--- config.mk ---
export PLATFORM = sky130hd
export DESIGN_NAME = rtc_trim_prescaler
export DESIGN_NICKNAME = d
export VERILOG_FILES = /design/src/rtl/rtc_trim_pkg.sv /design/src/rtl/trim_budget.sv /design/src/rtl/trim_slot_timer.sv /design/src/rtl/trim_period_seq.sv /design/src/rtl/trim_test_div.sv /design/src/rtl/rtc_trim_prescaler.sv
export SDC_FILE = /design/constraint.sdc
export NUM_CORES = 1
export LEC_CHECK = 0
export ABC_AREA = 1
export BUFFER_PORTS_ARGS = -buffer_cell sky130_fd_sc_hd__buf_2
export CAP_MARGIN = 20
export CORE_MARGIN = 4
export CORE_UTILIZATION = 35
export DETAILED_ROUTE_END_ITERATION = 16
export SETUP_SLACK_MARGIN = 0.05
export SYNTH_ARGS = -nofsm -noshare
export SYNTH_HDL_FRONTEND = slang
export SYNTH_HIERARCHICAL = 1
export SYNTH_SLANG_ARGS = --single-unit
--- constraint.sdc ---
create_clock -name clk_i -period 9.6 [get_ports clk_i]
set_input_delay 0.96 -clock clk_i [delete_from_list [all_inputs] [get_ports clk_i]]
set_output_delay 0.96 -clock clk_i [all_outputs]
set_load 0.05 [all_outputs]
--- src/rtl/rtc_trim_pkg.sv ---
// Shared types for the trimmed timekeeping prescaler.
// Assumes: the trim magnitude field is five bits wide.
package rtc_trim_pkg;

    localparam int TRIM_MAG_W = 5;

    // Calibration word as captured at a period boundary
    typedef struct packed {
        logic                  speedup;
        logic [TRIM_MAG_W-1:0] mag;
    } trim_cal_t;

    // Length variant applied to the slot in progress
    typedef enum logic [1:0] {
        SLOT_NOMINAL = 2'd0,
        SLOT_SHORT   = 2'd1,
        SLOT_LONG    = 2'd2
    } slot_mode_e;

    // Width needed to hold the largest per-period slot budget
    function automatic int budget_width(int pos_step, int neg_step);
        int big;
        big = (pos_step > neg_step) ? pos_step : neg_step;
        return $clog2(big * ((1 << TRIM_MAG_W) - 1) + 1);
    endfunction

endpackage

--- src/rtl/trim_budget.sv ---
// Converts the captured calibration word into a count of slots to adjust
// in the current correction period.
// Assumes: the step sizes are small constants; the product fits BUD_W bits.
module trim_budget
    import rtc_trim_pkg::*;
#(
    parameter int POS_STEP = 8,
    parameter int NEG_STEP = 4,
    localparam int BUD_W   = budget_width(POS_STEP, NEG_STEP)
) (
    input  trim_cal_t          cal_i,
    output logic [BUD_W-1:0]   budget_o
);

    logic [BUD_W-1:0] step_w;

    // Select slots per step from the trim direction
    always_comb begin
        step_w = cal_i.speedup ? BUD_W'(POS_STEP) : BUD_W'(NEG_STEP);
    end

    // Scale the magnitude by the step size
    always_comb begin
        budget_o = BUD_W'(cal_i.mag) * step_w;
    end

endmodule

--- src/rtl/trim_slot_timer.sv ---
// Counts accepted reference ticks inside one slot and flags the tick that
// ends it. The slot is 2^SLOT_LOG2 ticks long, one less when short, or
// one more when long.
// Assumes: mode_i is stable for the whole slot; SLOT_LOG2 >= 2.
module trim_slot_timer
    import rtc_trim_pkg::*;
#(
    parameter int SLOT_LOG2 = 12,
    localparam int CW        = SLOT_LOG2 + 1,
    localparam int NOM_LAST  = (1 << SLOT_LOG2) - 1
) (
    input  logic        clk_i,
    input  logic        rst_ni,
    input  logic        advance_i,
    input  slot_mode_e  mode_i,
    output logic        slot_end_o
);

    logic [CW-1:0] cnt_q;
    logic [CW-1:0] last_w;

    // Pick the final count for the slot variant
    always_comb begin
        unique case (mode_i)
            SLOT_SHORT: last_w = CW'(NOM_LAST - 1);
            SLOT_LONG:  last_w = CW'(NOM_LAST + 1);
            default:    last_w = CW'(NOM_LAST);
        endcase
    end

    // Flag the accepted tick that completes the slot
    always_comb begin
        slot_end_o = advance_i && (cnt_q == last_w);
    end

    // Step the in-slot count, wrapping at the slot end
    always_ff @(posedge clk_i) begin
        if (!rst_ni) begin
            cnt_q <= '0;
        end else if (slot_end_o) begin
            cnt_q <= '0;
        end else if (advance_i) begin
            cnt_q <= cnt_q + CW'(1);
        end
    end

    assert_slot_hold_R10: assert property (@(posedge clk_i) disable iff (!rst_ni)
        !advance_i |=> $stable(cnt_q));

    assert_slot_range_R5: assert property (@(posedge clk_i) disable iff (!rst_ni)
        cnt_q <= CW'(NOM_LAST + 1));

endmodule

--- src/rtl/trim_period_seq.sv ---
// Tracks the slot position inside the second and inside the correction
// period, holds the calibration for the period, and chooses each slot's
// length variant. The first `budget_i` slots of a period are adjusted.
// Assumes: a period is a whole number of seconds, and a second a whole
// power-of-two number of slots.
module trim_period_seq
    import rtc_trim_pkg::*;
#(
    parameter int DIV_LOG2    = 15,
    parameter int SLOT_LOG2   = 12,
    parameter int PERIOD_SECS = 60,
    parameter int BUD_W       = 8,
    localparam int SPS_W      = DIV_LOG2 - SLOT_LOG2,
    localparam int SLOTS_PER  = PERIOD_SECS * (1 << SPS_W),
    localparam int IDX_W      = $clog2(SLOTS_PER),
    localparam int CMP_W      = (IDX_W > BUD_W) ? IDX_W : BUD_W
) (
    input  logic             clk_i,
    input  logic             rst_ni,
    input  logic             slot_end_i,
    input  trim_cal_t        cal_i,
    input  logic [BUD_W-1:0] budget_i,
    output trim_cal_t        cal_q_o,
    output slot_mode_e       mode_o,
    output logic             sec_end_o
);

    logic [SPS_W-1:0] sub_q;
    logic [IDX_W-1:0] idx_q;
    logic             period_end;
    logic             in_budget;

    // A second ends on the last slot of its slot group
    always_comb begin
        sec_end_o  = slot_end_i && (&sub_q);
        period_end = slot_end_i && (idx_q == IDX_W'(SLOTS_PER - 1));
    end

    // Adjust a slot while its period index is below the budget
    always_comb begin
        in_budget = CMP_W'(idx_q) < CMP_W'(budget_i);
        if (!in_budget) begin
            mode_o = SLOT_NOMINAL;
        end else if (cal_q_o.speedup) begin
            mode_o = SLOT_SHORT;
        end else begin
            mode_o = SLOT_LONG;
        end
    end

    // Step the slot-in-second counter (wraps at a power of two)
    always_ff @(posedge clk_i) begin
        if (!rst_ni) begin
            sub_q <= '0;
        end else if (slot_end_i) begin
            sub_q <= sub_q + SPS_W'(1);
        end
    end

    // Step the slot-in-period index, wrapping at the period end
    always_ff @(posedge clk_i) begin
        if (!rst_ni) begin
            idx_q <= '0;
        end else if (period_end) begin
            idx_q <= '0;
        end else if (slot_end_i) begin
            idx_q <= idx_q + IDX_W'(1);
        end
    end

    // Capture the calibration during reset and at each period boundary
    always_ff @(posedge clk_i) begin
        if (!rst_ni) begin
            cal_q_o <= cal_i;
        end else if (period_end) begin
            cal_q_o <= cal_i;
        end
    end

    assert_period_aligned_R5: assert property (@(posedge clk_i) disable iff (!rst_ni)
        period_end |-> sec_end_o);

    assert_cal_hold_R6: assert property (@(posedge clk_i) disable iff (!rst_ni)
        !period_end |=> $stable(cal_q_o));

    assert_zero_trim_R2: assert property (@(posedge clk_i) disable iff (!rst_ni)
        (budget_i == '0) |-> (mode_o == SLOT_NOMINAL));

endmodule

--- src/rtl/trim_test_div.sv ---
// Free-running divider of accepted reference ticks whose top bit forms
// the untrimmed test square wave.
// Assumes: TEST_LOG2 >= 1.
module trim_test_div #(
    parameter int TEST_LOG2 = 6
) (
    input  logic clk_i,
    input  logic rst_ni,
    input  logic advance_i,
    output logic wave_o
);

    logic [TEST_LOG2-1:0] div_q;

    // Count accepted ticks with no trim applied
    always_ff @(posedge clk_i) begin
        if (!rst_ni) begin
            div_q <= '0;
        end else if (advance_i) begin
            div_q <= div_q + TEST_LOG2'(1);
        end
    end

    // Expose the divider's top bit as the wave
    always_comb begin
        wave_o = div_q[TEST_LOG2-1];
    end

    assert_test_hold_R8: assert property (@(posedge clk_i) disable iff (!rst_ni)
        !advance_i |=> $stable(wave_o));

endmodule

--- src/rtl/rtc_trim_prescaler.sv ---
// Top of the trimmed timekeeping prescaler. Accepted reference ticks drive
// a slot timer; a sequencer groups slots into seconds and correction
// periods and applies the trim; a separate divider makes the test wave.
// Assumes: ref_tick_i is a one-cycle enable synchronous to clk_i.
module rtc_trim_prescaler
    import rtc_trim_pkg::*;
#(
    parameter int DIV_LOG2    = 15,
    parameter int SLOT_LOG2   = 12,
    parameter int PERIOD_SECS = 60,
    parameter int TEST_LOG2   = 6,
    parameter int POS_STEP    = 8,
    parameter int NEG_STEP    = 4,
    localparam int BUD_W      = budget_width(POS_STEP, NEG_STEP)
) (
    input  logic                  clk_i,
    input  logic                  rst_ni,
    input  logic                  ref_tick_i,
    input  logic                  osc_stop_i,
    input  logic [TRIM_MAG_W-1:0] cal_mag_i,
    input  logic                  cal_speedup_i,
    output logic                  sec_tick_o,
    output logic                  test_wave_o
);

    logic             advance;
    logic             slot_end;
    logic             sec_end;
    slot_mode_e       mode;
    trim_cal_t        cal_in;
    trim_cal_t        cal_q;
    logic [BUD_W-1:0] budget;

    // Accept a reference tick only while the timebase runs
    always_comb begin
        advance = ref_tick_i && !osc_stop_i;
        cal_in  = '{speedup: cal_speedup_i, mag: cal_mag_i};
    end

    trim_slot_timer #(
        .SLOT_LOG2 (SLOT_LOG2)
    ) u_slot (
        .clk_i      (clk_i),
        .rst_ni     (rst_ni),
        .advance_i  (advance),
        .mode_i     (mode),
        .slot_end_o (slot_end)
    );

    trim_period_seq #(
        .DIV_LOG2    (DIV_LOG2),
        .SLOT_LOG2   (SLOT_LOG2),
        .PERIOD_SECS (PERIOD_SECS),
        .BUD_W       (BUD_W)
    ) u_seq (
        .clk_i      (clk_i),
        .rst_ni     (rst_ni),
        .slot_end_i (slot_end),
        .cal_i      (cal_in),
        .budget_i   (budget),
        .cal_q_o    (cal_q),
        .mode_o     (mode),
        .sec_end_o  (sec_end)
    );

    trim_budget #(
        .POS_STEP (POS_STEP),
        .NEG_STEP (NEG_STEP)
    ) u_budget (
        .cal_i    (cal_q),
        .budget_o (budget)
    );

    trim_test_div #(
        .TEST_LOG2 (TEST_LOG2)
    ) u_test (
        .clk_i     (clk_i),
        .rst_ni    (rst_ni),
        .advance_i (advance),
        .wave_o    (test_wave_o)
    );

    // Register the second boundary into a one-cycle pulse
    always_ff @(posedge clk_i) begin
        if (!rst_ni) begin
            sec_tick_o <= 1'b0;
        end else begin
            sec_tick_o <= sec_end;
        end
    end

    assert_stop_silent_R7: assert property (@(posedge clk_i) disable iff (!rst_ni)
        osc_stop_i |=> !sec_tick_o);

    assert_single_pulse_R9: assert property (@(posedge clk_i) disable iff (!rst_ni)
        sec_tick_o |=> !sec_tick_o);

endmodule

==> summary.txt, run 1 <==
Global routing
  – Gr usage total: 0.107
  – Wire length of the first global-routing pass: 7250 µm
  – Largest net degree at the start of global routing: 15
  – Global route total overflow: 0
  – Vias in the first global route: 1,722
  – Antenna violations before repair: 0

Setup path
  – Critical path arrival: 4.67 ns
  – Setup CP Type: flip-flop to flip-flop
  – Critical R2R Capture: u_seq/cal_q_o[0]
  – Crit start category: flip-flop
  – Critical path capture point type: flip-flop
  – Worst Path Required: 9.60 ns
  – Flop2flop setup slack: 4.93 ns
  – Path depth of the worst reg2reg path: 26
  – Cell repeated most along the worst path: inv_1
  – Critical-path maximum fanout: 13
  – Critical path's largest stage delay: 0.57 ns
  – Launching point of the worst reg2reg path: u_seq/cal_q_o[5]
  – Slowest CP cell: edfxtp_1

Synthesis
  – Total standard cell area after synthesis: 2390 µm²
  – Area share of the largest cell type after synthesis: 0.268
  – Main flop type after synthesis: dfxtp_1
  – Mean instance size in the synthesized netlist: 7.30 µm²
  – Number of distinct library cells after synthesis: 30
  – Most area-consuming cells after synthesis: dfxtp_1, nand2_1, ha_1
  – Number of warning messages in the yosys log: 6
  – Proportion of register bits with asynchronous set or reset after synthesis: 0
  – Share of the yosys chip area belonging to registers: 0.344
  – Post-synth top area cell: dfxtp_1
  – Cells after Synth: 327
  – Total of flip-flops plus latches after synthesis: 38
  – Number of flops mapped to enable cells by yosys: 6

Power
  – Leakage: 1.21 nW
  – Total power divided by cell area: 124 nW/µm²
  – Final total power: 0.000322 W
  – Maximum ir drop on the vdd rail: 0.0593 mV

Placement
  – DP HPWL: 3050 µm
  – Placement Setup Slack: 4.95 ns
  – IO Port Bufs: 11
  – Final RePlAce weighted congestion: 0.787
  – Cell count after placement: 413

Finish
  – Leading cell types in the layout, fill and taps excluded: nand2_1, inv_1, nor2_1
  – Fillcell total: 686
  – Sequential cell area: 821 µm²
  – Filler-free cell count of the finished design: 421
  – Layout overhead on the synthesized area: 8.70%
  – Most frequent standard cell in the layout excluding fill and tap cells: nand2_1
  – Total area of multi-input combinational cells: 1330 µm²
  – Count of nets after finishing: 372
  – Ratio of cells with drive above 1 in the final layout: 0.145
  – Ant diodes: 0

STA
  – Number of endpoints with negative hold slack in the final report: 0
  – Final setup viols: 0
  – Setup WS post-layout: 4.93 ns
  – Slew margin rel.: 0.566
  – Min Tclk post-route: 4.67 ns
  – Max Clock Freq: 0.214 GHz
  – Final number of max-transition violations: 0
  – Setup TNS after final layout: 0 ns
  – Setup clock skew after layout: 0.00736 ns
  – Unrepaired setup endpoints after global routing: false
  – Final period utilization: 0.487
  – Transition time at the pin with the least slew margin: 0.649 ns
  – Final-layout worst hold slack: 0.508 ns

Floorplanning
  – Y dimension of the die: 90.6 µm
  – # rows: 29
  – Core Area: 6490 µm²
  – Die outline area: 8200 µm²
  – Count of pins on the block boundary: 12
  – Die width: 90.6 µm
  – Starting Density: 0.367

Drt
  – Met1 Wirelength: 1980 µm
  – DRT Wirelength: 4050 µm
  – Metal2 WL: 1890 µm
  – Avg Vias per Cell: 4.40
  – Top layer reached by signal wires: met4
  – Via count: 1,854
  – Drt initial violations: 52
  – Number of DRC violations after detailed routing: 0
  – Number of detailed-route iterations in the first pass: 5
  – Final ANT Viol Nets: 0
  – Detailed route wirelength on metal3: 109 µm
  – Average wire per cell in the routed design: 9.61 µm

Hold path
  – Class of the tightest hold or removal check: flip-flop to flip-flop
  – Hold Crit Start: u_test/div_q[4]
  – Endpoint of the worst hold-timing path: u_test/div_q[4]
  – Hold-critical path depth: 2

CTS
  – Clock buffers created by TritonCTS: 5
  – Clock network latency to the later pin of the worst-skew pair: 0.29 ns
  – TritonCTS clock tree: yes
  – Root buffer cell: clkbuf_8
  – Count of hold buffers inserted by post-cts repair: 0
  – Number of buffers between clock root and the deepest sink: 2
  – Buffer count from post-CTS setup fixing: 0
  – CTS HTree Levels: 2
  – # resized after CTS: 0
  – Clock input transition at the sequential cells of the worst setup and hold paths: 0.08 ns
  – CTS sink count: 38

Outcome
  – Result of the run: finished, final reports clean

Run
  – Max-capacitance violation count: 0
-- worst max path at each step --
stage / start / to / slack [ns] / depth (start not counted)
finish: u_seq/cal_q_o[5] / u_seq/cal_q_o[0] / 4.93 / 26
global route: u_seq/cal_q_o[5] / u_seq/cal_q_o[0] / 4.56 / 26
CTS: u_seq/cal_q_o[5] / u_seq/cal_q_o[5] / 4.91 / 26
detailed placement: u_seq/cal_q_o[5] / u_seq/cal_q_o[0] / 4.95 / 26
global placement: u_seq/cal_q_o[5] / u_seq/cal_q_o[5] / 5.06 / 26
floorplan: u_seq/cal_q_o[5] / u_seq/cal_q_o[0] / 5.65 / 28
-- sequential cells by signal, indices dropped and copies added (netlist names) --
name,cells
u_seq/cal_q_o,6
u_seq/idx_q,9
u_seq/sub_q,3
sec_tick_o,1
u_slot/cnt_q,13
u_test/div_q,6
-- routing by layer --
layer  track usage  up-vias
met4        0.0459        0
met3        0.0275        7
li1              -     1031
met1         0.126      803
met2         0.183       13
met5             0        -
-- cell usage after synthesis (all sizes together) (2+ instances only) --
cell type  number
o21ai           8
xnor2           5
nor2           62
nand4           4
xor2            7
nand2          87
nand3          20
dfxtp          32
buf             6
edfxtp          6
nand3b          2
inv            53
ha             18
nor3            2
a21oi          13
-- report_power, final --
group | leakage, nW | internal [W] | switching [W] | total (W)
clock network | 0.0472 | 0.0000577 | 0.0000577 | 0.000115
registers | 0.317 | 0.000165 | 0.00000339 | 0.000168
logic | 0.843 | 0.0000151 | 0.0000231 | 0.0000382
total | 1.21 | 0.000238 | 0.0000841 | 0.000322
-- critical path: cells and delay by family, from the launching register on --
| kind | cells | cell delay, ns |
|---|---|---|
| simple gates | 13 | 1.87 |
| compound gates | 1 | 0.15 |
| buf+inv | 7 | 0.33 |
| fa+ha+maj | 5 | 1.44 |
| flops | 1 | 0.57 |
-- logic make-up after synthesis --
| group | synth area share |
|---|---|
| AO/OA/AOI/OAI | 0.0535 |
| XOR/XNOR | 0.0440 |
| adder cells (fa/ha/maj) | 0.103 |
| buffers and inverters | 0.106 |
| flip-flops | 0.344 |
| other | 0.00157 |
| AND/OR/NAND/NOR | 0.348 |
-- area by class of cell --
type                    count  area share
clock inverters             2     0.00482
repair buffers             11      0.0212
clock buffers               6      0.0318
multi-input cells         234       0.512
well taps                  77      0.0371
inverters                  53      0.0767
flip-flops and latches     38       0.316
-- metrics by stage --
stage           util  instance area (µm²)
3_3_place_gp   0.385                 2500
6_report       0.399                 2590
5_1_grt        0.399                 2590
4_1_cts        0.399                 2590
2_1_floorplan      -                 2400
3_5_place_dp   0.385                 2500
Power figures use the tool's default switching activity.
==> run 2: changes to the inputs <==
ABC_AREA = 0   (was 1)
clock period = 4.14 ns   (was 9.6 ns; I/O delays follow)
==> run 2 against run 1 <==
Compared with the run above:
- the run now ends with setup timing left
- combinational power rose to 2.7 times the previous value
- synthesized cell count down 33%
- hold slack worse by 0.21 ns
- critical path type unchanged
- critical path depth down 8
- largest cell class unchanged
==> summary.txt, run 2 <==
Outcome
  – Result of the run: finished, violations left (was finished, final reports clean)
  – Failing checks: setup timing

Global routing
  – Global route total overflow: 0 (unchanged)
  – Vias in the first global route: 1,545 (was 1,722)
  – Gr usage total: 0.114 (was 0.107)
  – Wire length of the first global-routing pass: 6810 µm (was 7250 µm)
  – Antenna violations before repair: 0 (unchanged)
  – Largest net degree at the start of global routing: 32 (was 15)

Power
  – Maximum ir drop on the vdd rail: 0.148 mV (was 0.0593 mV)
  – Leakage: 1.06 nW (was 1.21 nW)
  – Total power divided by cell area: 289 nW/µm² (was 124 nW/µm²)

Synthesis
  – Mean instance size in the synthesized netlist: 9.88 µm² (was 7.30 µm²)
  – Multiplexer share of the synthesized area: 0.0386 (was 0)
  – Main flop type after synthesis: dfxtp_1 (unchanged)
  – Share of the yosys chip area belonging to registers: 0.377 (was 0.344)
  – Total of flip-flops plus latches after synthesis: 38 (unchanged)
  – Fraction of the mapped netlist area in simple logic gates: 0.262 (was 0.348)
  – Most instantiated library cell after synthesis: dfxtp_1 (was nand2_1)
  – Most area-consuming cells after synthesis: dfxtp_1, ha_1, edfxtp_1 (was dfxtp_1, nand2_1, ha_1)
  – Cells after Synth: 220 (was 327)
  – Number of flops mapped to enable cells by yosys: 6 (unchanged)
  – Number of warning messages in the yosys log: 6 (unchanged)
  – Fraction of the mapped netlist area in adder cells: 0.113 (was 0.103)
  – Area share of the largest cell type after synthesis: 0.295 (was 0.268)
  – Synthesized-area fraction occupied by xor and xnor cells: 0.103 (was 0.0440)
  – Top cells by count, synth: dfxtp_1, ha_1, inv_1, nand2_1, xnor2_1 (was nand2_1, inv_1, nor2_1)
  – Main combinational cell family by area after synthesis: simple AND/OR/NAND/NOR gates (unchanged)
  – Total standard cell area after synthesis: 2170 µm² (was 2390 µm²)
  – Share of the synthesized area in compound gates (AO/OA/AOI/OAI): 0.0541 (was 0.0535)
  – Number of distinct library cells after synthesis: 50 (was 30)
  – Post-synth top area cell: dfxtp_1 (unchanged)
  – Proportion of register bits with asynchronous set or reset after synthesis: 0 (unchanged)

Finish
  – Register containing the most flip-flops in the final layout: u_slot/cnt_q (unchanged)
  – Number of flip-flops in the largest register: 13 (unchanged)
  – Layout overhead on the synthesized area: 20.4% (was 8.70%)
  – Ratio of cells with drive above 1 in the final layout: 0.260 (was 0.145)
  – Filler-free cell count of the finished design: 325 (was 421)
  – Leading cell types in the layout, fill and taps excluded: dfxtp_1, xnor2_1, ha_1, nand2_1, inv_1 (was nand2_1, inv_1, nor2_1)
  – Final cell utilization of the core: 0.437 (was 0.399)
  – Top Registers: u_slot/cnt_q (13), u_seq/idx_q (9) (unchanged)
  – Most frequent standard cell in the layout excluding fill and tap cells: dfxtp_1 (was nand2_1)
  – Count of nets after finishing: 278 (was 372)
  – Ant diodes: 0 (unchanged)

STA
  – Final setup viols: 12 (was 0)
  – Final number of max-transition violations: 0 (unchanged)
  – Unrepaired setup endpoints after global routing: true (was false)
  – Max Clock Freq: 0.240 GHz (was 0.214 GHz)
  – Final period utilization: 1.01 (was 0.487)
  – Setup WS post-layout: -0.0317 ns (was 4.93 ns)
  – Number of endpoints with negative hold slack in the final report: 0 (unchanged)
  – Setup clock skew after layout: 0.00917 ns (was 0.00736 ns)
  – Setup TNS after final layout: -0.286 ns (was 0 ns)
  – Min Tclk post-route: 4.17 ns (was 4.67 ns)

Setup path
  – Slowest CP cell: or4b_4 (was edfxtp_1)
  – Worst Path Required: 4.11 ns (was 9.60 ns)
  – Crit start category: flip-flop (unchanged)
  – Critical path arrival: 4.14 ns (was 4.67 ns)
  – Critical-path maximum fanout: 7 (was 13)
  – Critical path capture point type: flip-flop (unchanged)
  – Critical path's largest stage delay: 0.45 ns (was 0.57 ns)
  – Setup CP Type: flip-flop to flip-flop (unchanged)
  – Cell repeated most along the worst path: ha_4 (was inv_1)
  – List of cells traversed by the critical path: and2b_2, ha_4, ha_4, inv_2, fa_1, inv_1, inv_2, ha_4, a211oi_2, nand2_1, a211oi_2, ha_2, or4b_4, o32ai_2, o2111a_2, and4_4, nand4_4, o21ai_4

Placement
  – Cell count after placement: 310 (was 413)
  – Final RePlAce weighted congestion: 0.841 (was 0.787)
  – IO Port Bufs: 11 (unchanged)
  – DP HPWL: 2760 µm (was 3050 µm)

Drt
  – DRT Wirelength: 3880 µm (was 4050 µm)
  – Top layer reached by signal wires: met4 (unchanged)
  – Number of DRC violations after detailed routing: 0 (unchanged)
  – Via count: 1,632 (was 1,854)
  – Met1 Wirelength: 1810 µm (was 1980 µm)
  – Final ANT Viol Nets: 0 (unchanged)
  – Metal2 WL: 1870 µm (was 1890 µm)
  – Average wire per cell in the routed design: 11.9 µm (was 9.61 µm)
  – Detailed route wirelength on metal3: 105 µm (was 109 µm)
  – Number of detailed-route iterations in the first pass: 4 (was 5)
  – Avg Vias per Cell: 5.02 (was 4.40)
  – Drt initial violations: 77 (was 52)

CTS
  – CTS HTree Levels: 2 (unchanged)
  – Root buffer cell: clkbuf_8 (unchanged)
  – Count of hold buffers inserted by post-cts repair: 0 (unchanged)
  – Clock buffers created by TritonCTS: 5 (unchanged)
  – Number of buffers between clock root and the deepest sink: 2 (unchanged)
  – Clock input transition at the sequential cells of the worst setup and hold paths: 0.07 ns (was 0.08 ns)
  – TritonCTS clock tree: yes (unchanged)
  – Clock network latency to the later pin of the worst-skew pair: 0.29 ns (about the same)
  – CTS sink count: 38 (unchanged)

Hold path
  – Class of the tightest hold or removal check: input port to flip-flop (was flip-flop to flip-flop)

Floorplanning
  – # rows: 28 (was 29)
  – Count of pins on the block boundary: 12 (unchanged)
  – Core Area: 5990 µm² (was 6490 µm²)
  – Starting Density: 0.363 (was 0.367)
  – Die outline area: 7540 µm² (was 8200 µm²)
  – Die width: 86.8 µm (was 90.6 µm)
  – Y dimension of the die: 86.8 µm (was 90.6 µm)

Run
  – Max-capacitance violation count: 0 (unchanged)
==> run 2: area by class of cell <==
class,instances,area (µm²)
Multi-Input combinational cell,164,1350
Clock inverter,2,12.5
Tap cell,75,93.8
Clock buffer,6,82.6
Timing Repair Buffer,26,209
Fill cell,573,3370
Inverter,14,52.6
Sequential cell,38,821
==> run 2: metal layers <==
layer / track usage / vias to the layer above
li1: - / 827
met1: 0.137 / 770
met2: 0.188 / 27
met3: 0.0266 / 8
met4: 0.0552 / 0
met5: 0 / -
==> run 2: what timing repair did <==
action | CTS | global route
gates cloned | 0 | 1
setup buffers | 4 | 2
endpoints found under the setup margin | 13 | 16
gates resized for setup | 12 | 3
pin swaps | 9 | 2
==> run 2: stage by stage <==
stage	hold WS (ns)	cell area (µm²)	worst slack, ns	power (W)
global route	0.290	2620	-0.267	0.000800
detailed placement	0.486	2390	-0.127	0.000491
CTS	0.284	2560	-0.108	0.000769
global placement	0.471	2390	0.0240	0.000489
finish	0.298	2620	-0.0317	0.000757
floorplan	0.487	2240	-0.459	0.000468
==> run 2: worst paths after layout <==
kind / end / slack [ns] / startpoint / depth (start not counted)
min reg2reg: u_test/div_q[5] / 0.49 / u_test/div_q[5] / 2
max: u_seq/cal_q_o[1] / -0.03 / u_seq/cal_q_o[5] / 18
max reg2reg: u_seq/cal_q_o[1] / -0.03 / u_seq/cal_q_o[5] / 18
min: u_seq/cal_q_o[0] / 0.30 / cal_mag_i[0] / 1
==> run 2: cell families after synthesis <==
| family | count (synthesis) |
|---|---|
| mux | 8 |
| flops | 38 |
| other cells | 1 |
| compound gates | 18 |
| xor+xnor | 24 |
| buf+inv | 22 |
| fa+ha+maj | 19 |
| simple gates | 90 |
==> run 2: critical path: cells and delay by family (launching register included) <==
kind            cells  cell delay [ns]
simple gates        5             1.15
buf+inv             3             0.15
fa+ha+maj           5             1.16
flops               1             0.40
compound gates      5             1.00
==> run 2: report_power, final <==
group          internal, W  switching (W)  total (W)
sequential        0.000382     0.00000568   0.000388
combinational    0.0000563      0.0000490   0.000105
clock             0.000134       0.000130   0.000264
==> run 3: changes to the inputs <==
SKIP_LAST_GASP = 1   (was not set)
==> run 3 against run 2 <==
Compared with the run above:
- the run still ends with setup timing left
- final cell count is the same
- fmax unchanged
- via count barely moved
- total power barely moved
- count of clock-buffer cells in the layout stayed put
- clock power hardly changed
- largest cell class unchanged
- core utilization is the same
- critical path depth unchanged
- hold slack barely moved
- routed wire length hardly changed
- critical path type unchanged
==> summary.txt, run 3 (same netlist as run 2, synthesis figures left out) <==
Outcome
  – Result of the run: finished, violations left (unchanged)
  – Failing checks: setup timing (unchanged)

Global routing
  – GR peak layer: met2 (unchanged)
  – Global routing met3 resource utilization: 0.0266 (unchanged)
  – Global route total overflow: 0 (unchanged)
  – Antenna violations before repair: 0 (unchanged)
  – Gr usage total: 0.114 (unchanged)
  – Wire length of the first global-routing pass: 6810 µm (unchanged)
  – Met1 layer usage reported by global route: 0.137 (unchanged)
  – Met2 Usage GRT: 0.188 (unchanged)
  – Vias in the first global route: 1,545 (unchanged)
  – Largest net degree at the start of global routing: 32 (unchanged)

CTS
  – CTS sink count: 38 (unchanged)
  – CTS HTree Levels: 2 (unchanged)
  – Clock buffers created by TritonCTS: 5 (unchanged)
  – Count of hold buffers inserted by post-cts repair: 0 (unchanged)
  – Clock network latency to the later pin of the worst-skew pair: 0.29 ns (about the same)
  – Clock input transition at the sequential cells of the worst setup and hold paths: 0.07 ns (about the same)
  – Root buffer cell: clkbuf_8 (unchanged)
  – TritonCTS clock tree: yes (unchanged)
  – Number of buffers between clock root and the deepest sink: 2 (unchanged)

Drt
  – Via count: 1,631 (was 1,632)
  – Avg Vias per Cell: 5.02 (about the same)
  – Final ANT Viol Nets: 0 (unchanged)
  – Drt initial violations: 77 (unchanged)
  – Number of DRC violations after detailed routing: 0 (unchanged)
  – Average wire per cell in the routed design: 11.9 µm (about the same)
  – DRT Wirelength: 3880 µm (about the same)
  – Number of detailed-route iterations in the first pass: 4 (unchanged)

Setup path
  – Cell repeated most along the worst path: ha_4 (unchanged)
  – Critical-path maximum fanout: 7 (unchanged)
  – Critical path capture point type: flip-flop (unchanged)
  – Worst Path Required: 4.11 ns (about the same)
  – Path depth of the worst reg2reg path: 18 (unchanged)
  – Setup CP Type: flip-flop to flip-flop (unchanged)
  – Flop2flop setup slack: -0.03 ns (about the same)
  – Crit start category: flip-flop (unchanged)
  – Count of buffering cells on the critical path with inverters included: 3 (unchanged)
  – Slowest CP cell: or4b_4 (unchanged)
  – Launching point of the worst reg2reg path: u_seq/cal_q_o[5] (unchanged)
  – Critical path arrival: 4.14 ns (about the same)
  – Largest delay contributor family on the critical path: adder cells (unchanged)
  – Critical R2R Capture: u_seq/cal_q_o[1] (unchanged)
  – Critical path's largest stage delay: 0.45 ns (about the same)
  – List of cells traversed by the critical path: and2b_2, ha_4, ha_4, inv_2, fa_1, inv_1, inv_2, ha_4, a211oi_2, nand2_1, a211oi_2, ha_2, or4b_4, o32ai_2, o2111a_2, and4_4, nand4_4, o21ai_4 (unchanged)

Hold path
  – Hold-critical path depth: 1 (unchanged)
  – Hold Crit Start: cal_mag_i[0] (unchanged)
  – Endpoint of the worst hold-timing path: u_seq/cal_q_o[0] (unchanged)
  – Class of the tightest hold or removal check: input port to flip-flop (unchanged)

STA
  – Final-layout worst hold slack: 0.298 ns (about the same)
  – Min Tclk post-route: 4.17 ns (about the same)
  – Setup clock skew after layout: 0.00917 ns (about the same)
  – Final number of max-transition violations: 0 (unchanged)
  – Number of endpoints with negative hold slack in the final report: 0 (unchanged)
  – Final setup viols: 12 (unchanged)
  – Max Clock Freq: 0.240 GHz (unchanged)
  – Setup WS post-layout: -0.0317 ns (about the same)
  – Unrepaired setup endpoints after global routing: true (unchanged)
  – Final period utilization: 1.01 (about the same)

Finish
  – Layout overhead on the synthesized area: 20.4% (unchanged)
  – Final cell utilization of the core: 0.437 (unchanged)
  – Fillcell total: 573 (unchanged)
  – Register containing the most flip-flops in the final layout: u_slot/cnt_q (unchanged)
  – Count of nets after finishing: 278 (unchanged)
  – Number of flip-flops in the largest register: 13 (unchanged)
  – Ant diodes: 0 (unchanged)
  – Sequential cell area: 821 µm² (unchanged)
  – Ratio of cells with drive above 1 in the final layout: 0.260 (unchanged)
  – Final Cell Area: 2620 µm² (unchanged)
  – Most frequent standard cell in the layout excluding fill and tap cells: dfxtp_1 (unchanged)
  – Leading cell types in the layout, fill and taps excluded: dfxtp_1, xnor2_1, ha_1, nand2_1, inv_1 (unchanged)
  – Total area of multi-input combinational cells: 1350 µm² (unchanged)
  – Top Registers: u_slot/cnt_q (13), u_seq/idx_q (9) (unchanged)

Floorplanning
  – Y dimension of the die: 86.8 µm (unchanged)
  – Die outline area: 7540 µm² (unchanged)
  – # rows: 28 (unchanged)
  – Die width: 86.8 µm (unchanged)
  – Count of pins on the block boundary: 12 (unchanged)
  – Core Area: 5990 µm² (unchanged)
  – Starting Density: 0.363 (unchanged)

Power
  – Total power divided by cell area: 289 nW/µm² (about the same)
  – Maximum ir drop on the vdd rail: 0.148 mV (about the same)
  – Leakage: 1.06 nW (about the same)

Placement
  – DP HPWL: 2760 µm (unchanged)
  – Final RePlAce weighted congestion: 0.841 (unchanged)
  – IO Port Bufs: 11 (unchanged)
  – Cell Area, Placed: 2390 µm² (unchanged)

Run
  – Max-capacitance violation count: 0 (unchanged)
[run 3: cell counts in the layout (fill, tap and decap cells not counted)]
Identical to the previous run, type by type.
[run 3: timing repair]
item	4_1_cts	5_1_grt
pin swaps	8	2
resized for setup	12	3
buffers inserted	4	2
setup endpoints to repair	13	16
cloned	0	1
[run 3: how the worst max path moves through the flow]
stage	from	endpoint	slack (ns)	cells after the start
floorplan	u_seq/cal_q_o[5]	u_seq/cal_q_o[0]	-0.46	19
global placement	u_seq/cal_q_o[5]	u_seq/idx_q[1]	0.02	20
detailed placement	u_seq/cal_q_o[5]	u_seq/idx_q[3]	-0.13	19
CTS	u_seq/cal_q_o[5]	u_seq/cal_q_o[2]	-0.11	18
global route	u_seq/cal_q_o[5]	u_seq/idx_q[2]	-0.27	20
finish	u_seq/cal_q_o[5]	u_seq/cal_q_o[1]	-0.03	18
[run 3: worst reg2reg max path, delay by kind of cell (launching register included)]
| family | cells | cell delay (ns) |
|---|---|---|
| buf+inv | 3 | 0.15 |
| fa+ha+maj | 5 | 1.16 |
| simple gates | 5 | 1.16 |
| compound gates | 5 | 1.00 |
| flops | 1 | 0.40 |
[run 3: per-stage QoR]
step,worst slack (ns),setup TNS (ns),power [W],std cells
3_3_place_gp,0.0240,0,0.000489,310
5_1_grt,-0.270,-3.46,0.000800,325
6_report,-0.0317,-0.295,0.000757,325
2_1_floorplan,-0.459,-5.05,0.000468,224
3_5_place_dp,-0.127,-1.29,0.000491,310
4_1_cts,-0.108,-1.17,0.000769,322
[run 3: per-layer routing]
metal  wire length [µm]  vias to the layer above
li1                   -                      827
met1               1810                      769
met2               1870                       27
met3                105                        8
met4                 98                        0
met5                  0                        -
[run 3: area by class of cell]
cell class / instances / share of cell area
Sequential cell: 38 / 0.314
Clock inverter: 2 / 0.00478
Multi-Input combinational cell: 164 / 0.514
Clock buffer: 6 / 0.0315
Inverter: 14 / 0.0201
Timing Repair Buffer: 26 / 0.0798
Tap cell: 75 / 0.0359
[run 3: where the power goes]
part / switching, W / total (W) / internal, W
clock network: 0.000130 / 0.000264 / 0.000134
registers: 0.00000568 / 0.000388 / 0.000382
logic: 0.0000491 / 0.000105 / 0.0000563
